**config.mk**
```make
export PLATFORM = sky130hd
export DESIGN_NAME = dbg_out_mux
export DESIGN_NICKNAME = d
export VERILOG_FILES = /design/src/rtl/dbg_out_mux_pkg.sv /design/src/rtl/dbg_out_mux_pad.sv /design/src/rtl/dbg_out_mux_sel.sv /design/src/rtl/dbg_out_mux_combine.sv /design/src/rtl/dbg_out_mux.sv
export SDC_FILE = /design/constraint.sdc
export NUM_CORES = 1
export LEC_CHECK = 0
export BUFFER_PORTS_ARGS = -buffer_cell sky130_fd_sc_hd__buf_2
export CORE_MARGIN = 3
export CORE_UTILIZATION = 40
export DETAILED_ROUTE_END_ITERATION = 10
export PLACE_DENSITY = 0.83
export REMOVE_ABC_BUFFERS = 1
export SYNTH_ARGS = -nofsm -noshare
export SYNTH_HDL_FRONTEND = slang
export SYNTH_SLANG_ARGS = --single-unit
```
**constraint.sdc**
```tcl
create_clock -name clk -period 5.7 [get_ports clk]
set_clock_uncertainty 0.15 [all_clocks]
set_input_delay 1.71 -clock clk [delete_from_list [all_inputs] [get_ports clk]]
set_output_delay 1.71 -clock clk [all_outputs]
set_load 0.05 [all_outputs]
```
**src/rtl/dbg_out_mux_pkg.sv**
```systemverilog
// Package: dbg_out_mux_pkg
// Shared widths and types for the reset-selected output multiplexer.
// Assumes the source order A, B, C, D maps to select vector bits 0..3.
package dbg_out_mux_pkg;
    localparam int unsigned OUT_W = 16;
    localparam int unsigned N_SRC = 4;

    typedef logic [OUT_W-1:0] word_t;
    typedef logic [N_SRC-1:0] sel_t;

    // Bit position of each source in the select vectors
    typedef enum int unsigned {
        SRC_IDX_A = 0,
        SRC_IDX_B = 1,
        SRC_IDX_C = 2,
        SRC_IDX_D = 3
    } src_idx_e;
endpackage

```
**src/rtl/dbg_out_mux_pad.sv**
```systemverilog
// Module: dbg_out_mux_pad
// Widens one source word to the output width and fills the unused upper
// bits with ones. Assumes IN_W >= 1. A source as wide as the output, or
// wider, is passed through truncated to OUT_W bits.
module dbg_out_mux_pad #(
    parameter int unsigned IN_W  = 7,
    parameter int unsigned OUT_W = 16
) (
    input  logic [IN_W-1:0]  din,
    output logic [OUT_W-1:0] dout
);
    localparam int unsigned FILL_W = (IN_W < OUT_W) ? (OUT_W - IN_W) : 0;

    generate
        if (FILL_W > 0) begin : g_fill
            // Narrow source: ones above, data below
            assign dout = {{FILL_W{1'b1}}, din};
        end else begin : g_full
            // Full-width source: straight pass
            assign dout = din[OUT_W-1:0];
        end
    endgenerate
endmodule

```
**src/rtl/dbg_out_mux_sel.sv**
```systemverilog
// Module: dbg_out_mux_sel
// Turns the sources' active-low reset lines into a one-hot select and a
// valid flag. The select is one-hot only when exactly one line is low;
// otherwise it is all zeros. The lines are treated as plain levels.
module dbg_out_mux_sel #(
    parameter int unsigned N_SRC = 4
) (
    input  logic [N_SRC-1:0] rst_lines_n,
    output logic [N_SRC-1:0] sel_oh,
    output logic             sel_valid
);
    localparam int unsigned CNT_W = $clog2(N_SRC + 1);

    logic [CNT_W-1:0] low_cnt;

    // Count how many reset lines are currently held low
    always_comb begin
        low_cnt = '0;
        for (int i = 0; i < N_SRC; i++) begin
            low_cnt = low_cnt + CNT_W'(!rst_lines_n[i]);
        end
    end

    // Accept only a single low line; anything else selects nothing
    always_comb begin
        sel_valid = (low_cnt == CNT_W'(1));
        sel_oh    = sel_valid ? ~rst_lines_n : '0;
    end

    // Guard: the select never names two sources at once
    always_comb begin
        AST_SEL_ONEHOT: assert ($onehot0(sel_oh));
    end
endmodule

```
**src/rtl/dbg_out_mux_combine.sv**
```systemverilog
// Module: dbg_out_mux_combine
// AND-OR combine of the padded source words under a one-hot select.
// Assumes sel_oh is one-hot or zero; with no select the word is all ones.
module dbg_out_mux_combine #(
    parameter int unsigned N_SRC = 4,
    parameter int unsigned OUT_W = 16
) (
    input  logic [N_SRC-1:0][OUT_W-1:0] words,
    input  logic [N_SRC-1:0]            sel_oh,
    input  logic                        sel_valid,
    output logic [OUT_W-1:0]            word_out
);
    logic [OUT_W-1:0] or_tree;

    // OR together the selected words; unselected ones contribute zero
    always_comb begin
        or_tree = '0;
        for (int i = 0; i < N_SRC; i++) begin
            or_tree = or_tree | (words[i] & {OUT_W{sel_oh[i]}});
        end
    end

    // Idle pattern of all ones when no legal select is present
    always_comb begin
        word_out = sel_valid ? or_tree : '1;
    end
endmodule

```
**src/rtl/dbg_out_mux.sv**
```systemverilog
// Module: dbg_out_mux
// Shares one output word among four sources of different widths. The
// source whose reset line alone is low drives the low bits, with ones
// above it. REGISTERED=1 adds one flop stage with a synchronous active-low
// reset; REGISTERED=0 makes the block purely combinational, leaving clk
// and rst_n unused.
module dbg_out_mux
    import dbg_out_mux_pkg::*;
#(
    parameter int unsigned A_W        = 7,
    parameter int unsigned B_W        = 8,
    parameter int unsigned C_W        = 12,
    parameter int unsigned D_W        = 16,
    parameter bit          REGISTERED = 1'b1
) (
    input  logic             clk,
    input  logic             rst_n,
    input  logic [A_W-1:0]   src_a_data,
    input  logic [B_W-1:0]   src_b_data,
    input  logic [C_W-1:0]   src_c_data,
    input  logic [D_W-1:0]   src_d_data,
    input  logic             src_a_rst_n,
    input  logic             src_b_rst_n,
    input  logic             src_c_rst_n,
    input  logic             src_d_rst_n,
    output logic [OUT_W-1:0] mux_data,
    output logic             mux_valid
);
    logic [N_SRC-1:0][OUT_W-1:0] padded;
    sel_t                        rst_vec_n;
    sel_t                        sel_oh;
    logic                        sel_valid;
    word_t                       next_word;

    // Gather the reset lines in source order
    assign rst_vec_n = {src_d_rst_n, src_c_rst_n, src_b_rst_n, src_a_rst_n};

    dbg_out_mux_pad #(.IN_W(A_W), .OUT_W(OUT_W)) u_pad_a (
        .din (src_a_data),
        .dout(padded[SRC_IDX_A])
    );
    dbg_out_mux_pad #(.IN_W(B_W), .OUT_W(OUT_W)) u_pad_b (
        .din (src_b_data),
        .dout(padded[SRC_IDX_B])
    );
    dbg_out_mux_pad #(.IN_W(C_W), .OUT_W(OUT_W)) u_pad_c (
        .din (src_c_data),
        .dout(padded[SRC_IDX_C])
    );
    dbg_out_mux_pad #(.IN_W(D_W), .OUT_W(OUT_W)) u_pad_d (
        .din (src_d_data),
        .dout(padded[SRC_IDX_D])
    );

    dbg_out_mux_sel #(.N_SRC(N_SRC)) u_sel (
        .rst_lines_n(rst_vec_n),
        .sel_oh     (sel_oh),
        .sel_valid  (sel_valid)
    );

    dbg_out_mux_combine #(.N_SRC(N_SRC), .OUT_W(OUT_W)) u_combine (
        .words    (padded),
        .sel_oh   (sel_oh),
        .sel_valid(sel_valid),
        .word_out (next_word)
    );

    generate
        if (REGISTERED) begin : g_reg
            word_t q_word;
            logic  q_valid;

            // Output flops; the synchronous reset parks the pins at all ones
            always_ff @(posedge clk) begin
                if (!rst_n) begin
                    q_word  <= '1;
                    q_valid <= 1'b0;
                end else begin
                    q_word  <= next_word;
                    q_valid <= sel_valid;
                end
            end

            assign mux_data  = q_word;
            assign mux_valid = q_valid;

            AST_RESET_IDLE: assert property (@(posedge clk)
                !rst_n |=> (mux_data == '1 && !mux_valid));
            AST_BAD_PATTERN_ONES: assert property (@(posedge clk) disable iff (!rst_n)
                ($countones(~rst_vec_n) != 1) |=> (mux_data == '1 && !mux_valid));
            AST_VALID_ON_ONEHOT: assert property (@(posedge clk) disable iff (!rst_n)
                ($countones(~rst_vec_n) == 1) |=> mux_valid);
            AST_A_PADDED: assert property (@(posedge clk) disable iff (!rst_n)
                (rst_vec_n == 4'b1110) |=> (mux_data[OUT_W-1:A_W] == '1 &&
                                            mux_data[A_W-1:0] == $past(src_a_data)));
            AST_D_PASS: assert property (@(posedge clk) disable iff (!rst_n)
                (rst_vec_n == 4'b0111) |=> (mux_data == OUT_W'($past(src_d_data))));
        end else begin : g_comb
            // Combinational option: the pins follow the inputs directly
            assign mux_data  = next_word;
            assign mux_valid = sel_valid;
        end
    endgenerate
endmodule

```
; Yosys cells after proc, flatten, opt, wreduce, memory -nomap -nowiden
; Cells that the tools add are included.
; Widths: inputs -> output; s select.
[totals]
register_bits = 17
in_bits = 49
output_inout_bits = 17
elab_cells = 20
[classes]
add_sub_neg = 3
eq_ne = 1
muxes = 1
bitwise = 8
n_reduce_logical = 5
[op_table]
columns = operator, count
row1 = $and 16x16->16, 4
row2 = $or 16x16->16, 3
row3 = $add 3x1->3, 2
row4 = $logic_not 1->1, 4
row5 = $mux 4, 1
row6 = $not 4->4, 1
row7 = $eq 3x1->1 const B, 1
row8 = $add 1x1->2, 1
row9 = $reduce_and 2->1, 1

; Logic depth before layout (Yosys ltp)
[logic_depth]
word_depth = 10
depth_mapped = 9

; By module
; From an unflattened synthesis, not the netlist that was laid out.
[hier_totals]
hier_cells = 168
hier_area_um2 = 1397.6
[by_module_without_submodules]
columns = module, instances, cells_per_inst, area_each_um2, seq_area_each_um2
row1 = dbg_out_mux, 1, 35, 462.9, 340.3
row2 = dbg_out_mux_pad at u_pad_a ..., 3, 17, 123.9, 0.0
row3 = dbg_out_mux_combine, 1, 54, 340.3, 0.0
row4 = dbg_out_mux_pad at u_pad_d, 1, 16, 120.1, 0.0
row5 = dbg_out_mux_sel, 1, 12, 102.6, 0.0

; Worst setup path before layout
; No wires, ideal clock.
[synth_path]
path_type = in2reg
from = input port src_b_rst_n
to = register g_reg.q_word[12], in the netlist mux_data[12]
setup_time_ns = 0.130
arrival_ns = 3.414
t_required_ns = 5.420
setup_slack_ns = 2.007
stages = 9
n_path_buf = 2
path_cell_list = inv_2 -> buf_6 -> ha_1 -> fa_1 -> ha_1 -> nand4bb_1 -> buf_6 -> nor4_4 -> o21ai_1
[synth_between]
elab_chain_len = 10
word_cells_on_any_way = 15
[synth_rtl]
columns = item, line_no
row1 = from (decl), dbg_out_mux.sv:23  ; input logic src_b_rst_n,
row2 = $logic_not 1->1, dbg_out_mux_sel.sv:20  ; low_cnt = low_cnt + CNT_W'(!rst_lines_n[i]);
row3 = $add 1x1->2, dbg_out_mux_sel.sv:20
row4 = $add 3x1->3 (2 in series), dbg_out_mux_sel.sv:20
row5 = $eq 3x1->1, dbg_out_mux_sel.sv:26  ; sel_valid = (low_cnt == CNT_W'(1));
row6 = $mux 4, dbg_out_mux_sel.sv:27  ; sel_oh = sel_valid ? ~rst_lines_n : '0;
row7 = $and 16x16->16, dbg_out_mux_combine.sv:19  ; or_tree = or_tree | (words[i] & {OUT_W{sel_oh[i]}});
row8 = $or 16x16->16 (3 in series), dbg_out_mux_combine.sv:19
row9 = to (signal assigned), dbg_out_mux.sv:79  ; q_word <= next_word;
row10 = to (decl), dbg_out_mux.sv:70  ; word_t q_word;
; Parallel ways exist; a longest one is shown, timed or not.
; A chain may end at the register's enable or synchronous reset.

; Final worst setup path
[layout_path]
from = input port src_b_rst_n
to = register g_reg.q_word[13], in the netlist mux_data[13]
; The elaborated chain is that of the path after synthesis.

==> impl_results.md <==
* Yosys top cell area share at 0.438
* CTS Hold Bufs at 0
* Worst slew pin tran at roughly 700 ps
* Status: finished clean
* DR DRC count at 0
* Critical Path, Cell by Cell: buf_2, inv_2, ha_1, fa_1, ha_1, nand4bb_1, nor4_4, o21ai_1
* Post-CTS Setup Bufs at 0
* Synth Area per Inst at 10.6 um2
* Initial Util at 0.436
* Clock-pin transition on the worst setup and hold timing paths at approximately 100 ps
* Die ar. at roughly 2500 um2
* Slowest CP cell: nand4bb_1
* Starting DRC count in detailed routing at 27
* Worst Path Arrival at around 4200 ps
* Post-Synthesis Cells at between 70 and 80
* Synth warnings at 0
* Post-placement cell count at around 160
* Crit Path Class: in -> reg
* Hold endpoint: mux_data[7]
* Synth Flop Type: dfxtp_1
* Via count at roughly 810
* Total gr overflow at 0
* # nets final at about 190
* Worst setup EP type: flip-flop
* Resize count post-CTS at 0
* Worst ir drop on vdd at 0.170 mV
* EDFF count, synth at 0
* Top cell by count, worst path: ha_1
* Clk root buf: clkbuf_4
* Layout fillers at around 140
* Fin crit share at 0.733
* First-pass GRT wire length at approximately 3.4 mm
* HPWL after detailed placement at between 1.5 and 2 mm
* Hold Crit Class: in -> reg
* TritonCTS clock tree: yes
* Sequential area share after synthesis at 0.438
* Initial antenna violation count at 0
* CP Launch Type: input port
* Leakage at 0.539 nW
* RSZ-0062 raised after global routing: no
* H-tree depth at 1
* Cell with the most instances after synthesis: dfxtp_1
* Vias per cell at 4.94
* Die height at about 50 um
* Site Rows at 15
* Top post-synthesis cells by area: dfxtp_1 44%, a221oi_2 14%, a22oi_1 11%
* Clock Path Buffers at 2
* Core area at approximately 1800 um2
* Hold Path Origin: src_a_rst_n
* Cell Area, Synth at approximately 780 um2
* CP max stage delay at between 600 and 700 ps
* TNS Setup at 0 ps
* Die Width at about 50 um
* Worst slew margin at 0.531
* Number of antenna diodes at 0
* Required time worst endpoint at around 5700 ps
* Max-slew violations at 0
* Critical path launch point: src_b_rst_n
* Routed Antenna Nets at 0
* DR WL/cell at about 13 um
* Place WS at roughly 1200 ps
* Largest net degree at the start of global routing at 15
* Gr usage total at 0.179
* Hold Crit Depth at 2
* I/O Pins at between 60 and 70
* Tmin final at 4180 ps
* Max-cap viol count at 0
* Vias in the first global route at 704
* Post-synth top cells: 17 x dfxtp_1, 11 x a22oi_1, 8 x nand2_1
* FMAX at ~240 MHz
* Yosys reg bits at 17
* Num CTS Buffers at 3
* Layout Utilization at 0.633
* Largest area contributor in the netlist: dfxtp_1
* Hold Slack at around 1500 ps
* Sink Count at 17
* Crit Path Max Fanout at 11
* Setup violators final at 0
* Routability Congestion at approximately 0.7
* Multi-input logic area at about 370 um2
* Synth async-reset ratio at 0
* Worst setup margin at ~1500 ps
* I/O Buffers at 65
* Finished Layout Cells at around 160
* Final Hold Vio Count at 0
* Distinct cells, synth at 18
* Cell Pwr Density at 224 nW/um2
* Sequential standard cell area at ~340 um2
* Fraction of layout cells with a size suffix above 1 at 0.587
* Drt pass-1 iters at 4
* Synth-to-Final Area Change at 45.2%
* Final WL at 2.16 mm
-- metal layers --
layer,track usage,part of all wire
met4,0.0415,0.0079
met2,0.259,0.45
met5,0,0
met3,0.0634,0.10
met1,0.253,0.43
-- through the flow --
step	instance area, um2	total power, mW
3_5_place_dp	1100	0.192
5_1_grt	1130	0.267
4_1_cts	1130	0.256
3_3_place_gp	1100	0.191
2_1_floorplan	744	0.166
6_report	1130	0.252
-- kinds of logic after synthesis --
family / share of synthesized area
compound gates: 0.306
flops: 0.438
buf+inv: 0.0853
simple gates: 0.113
fa+ha+maj: 0.0580
-- worst max-delay path: cells and delay by family --
kind | cells | cell delay, ps
AOI/OAI and AO/OA | 1 | 110
adders and majority gates | 3 | 980
buffers and inverters | 2 | 350
and+or+nand+nor | 2 | 1050
-- cells in the final DEF, fill, tap and decap left out, drive strengths merged --
master,synthesis,layout
a22oi,11,11
buf,4,65
clkbuf,0,3
nor4,1,1
o21ai,8,8
nand3,1,1
a221oi,7,7
nor2,1,1
ha,2,2
nand4bb,1,1
nor3,1,1
inv,9,9
clkinv,0,1
nand2,8,8
fa,1,1
dfxtp,17,17
a222oi,1,1
-- final cells by class --
class,instances,share of cell area
well taps,25,0.0277
clock inverters,1,0.00443
multi-input cells,43,0.328
flip-flops and latches,17,0.302
inverters,9,0.0299
repair buffers,65,0.288
clock buffers,3,0.0200
-- sequential cells by signal (all words and copies together), names as in the netlist --
register and flops:
mux_valid 1, mux_data 16
-- worst max path at each step --
stage / endpoint / slack, ps / cells after the start
global route: mux_data[15] / 1390 / 8
CTS: mux_data[13] / 1510 / 8
global placement: mux_data[12] / 1290 / 8
floorplan: mux_data[12] / 1590 / 7
finish: mux_data[13] / 1520 / 8
detailed placement: mux_data[12] / 1220 / 8
-- power breakdown --
group / internal [mW] / switching (mW) / total, mW
logic: 0.0249 / 0.0409 / 0.0658
clock network: 0.0260 / 0.0366 / 0.0627
registers: 0.123 / 0.00106 / 0.124
total: 0.174 / 0.0786 / 0.252
Note: power is estimated with default switching activity, not from simulation.
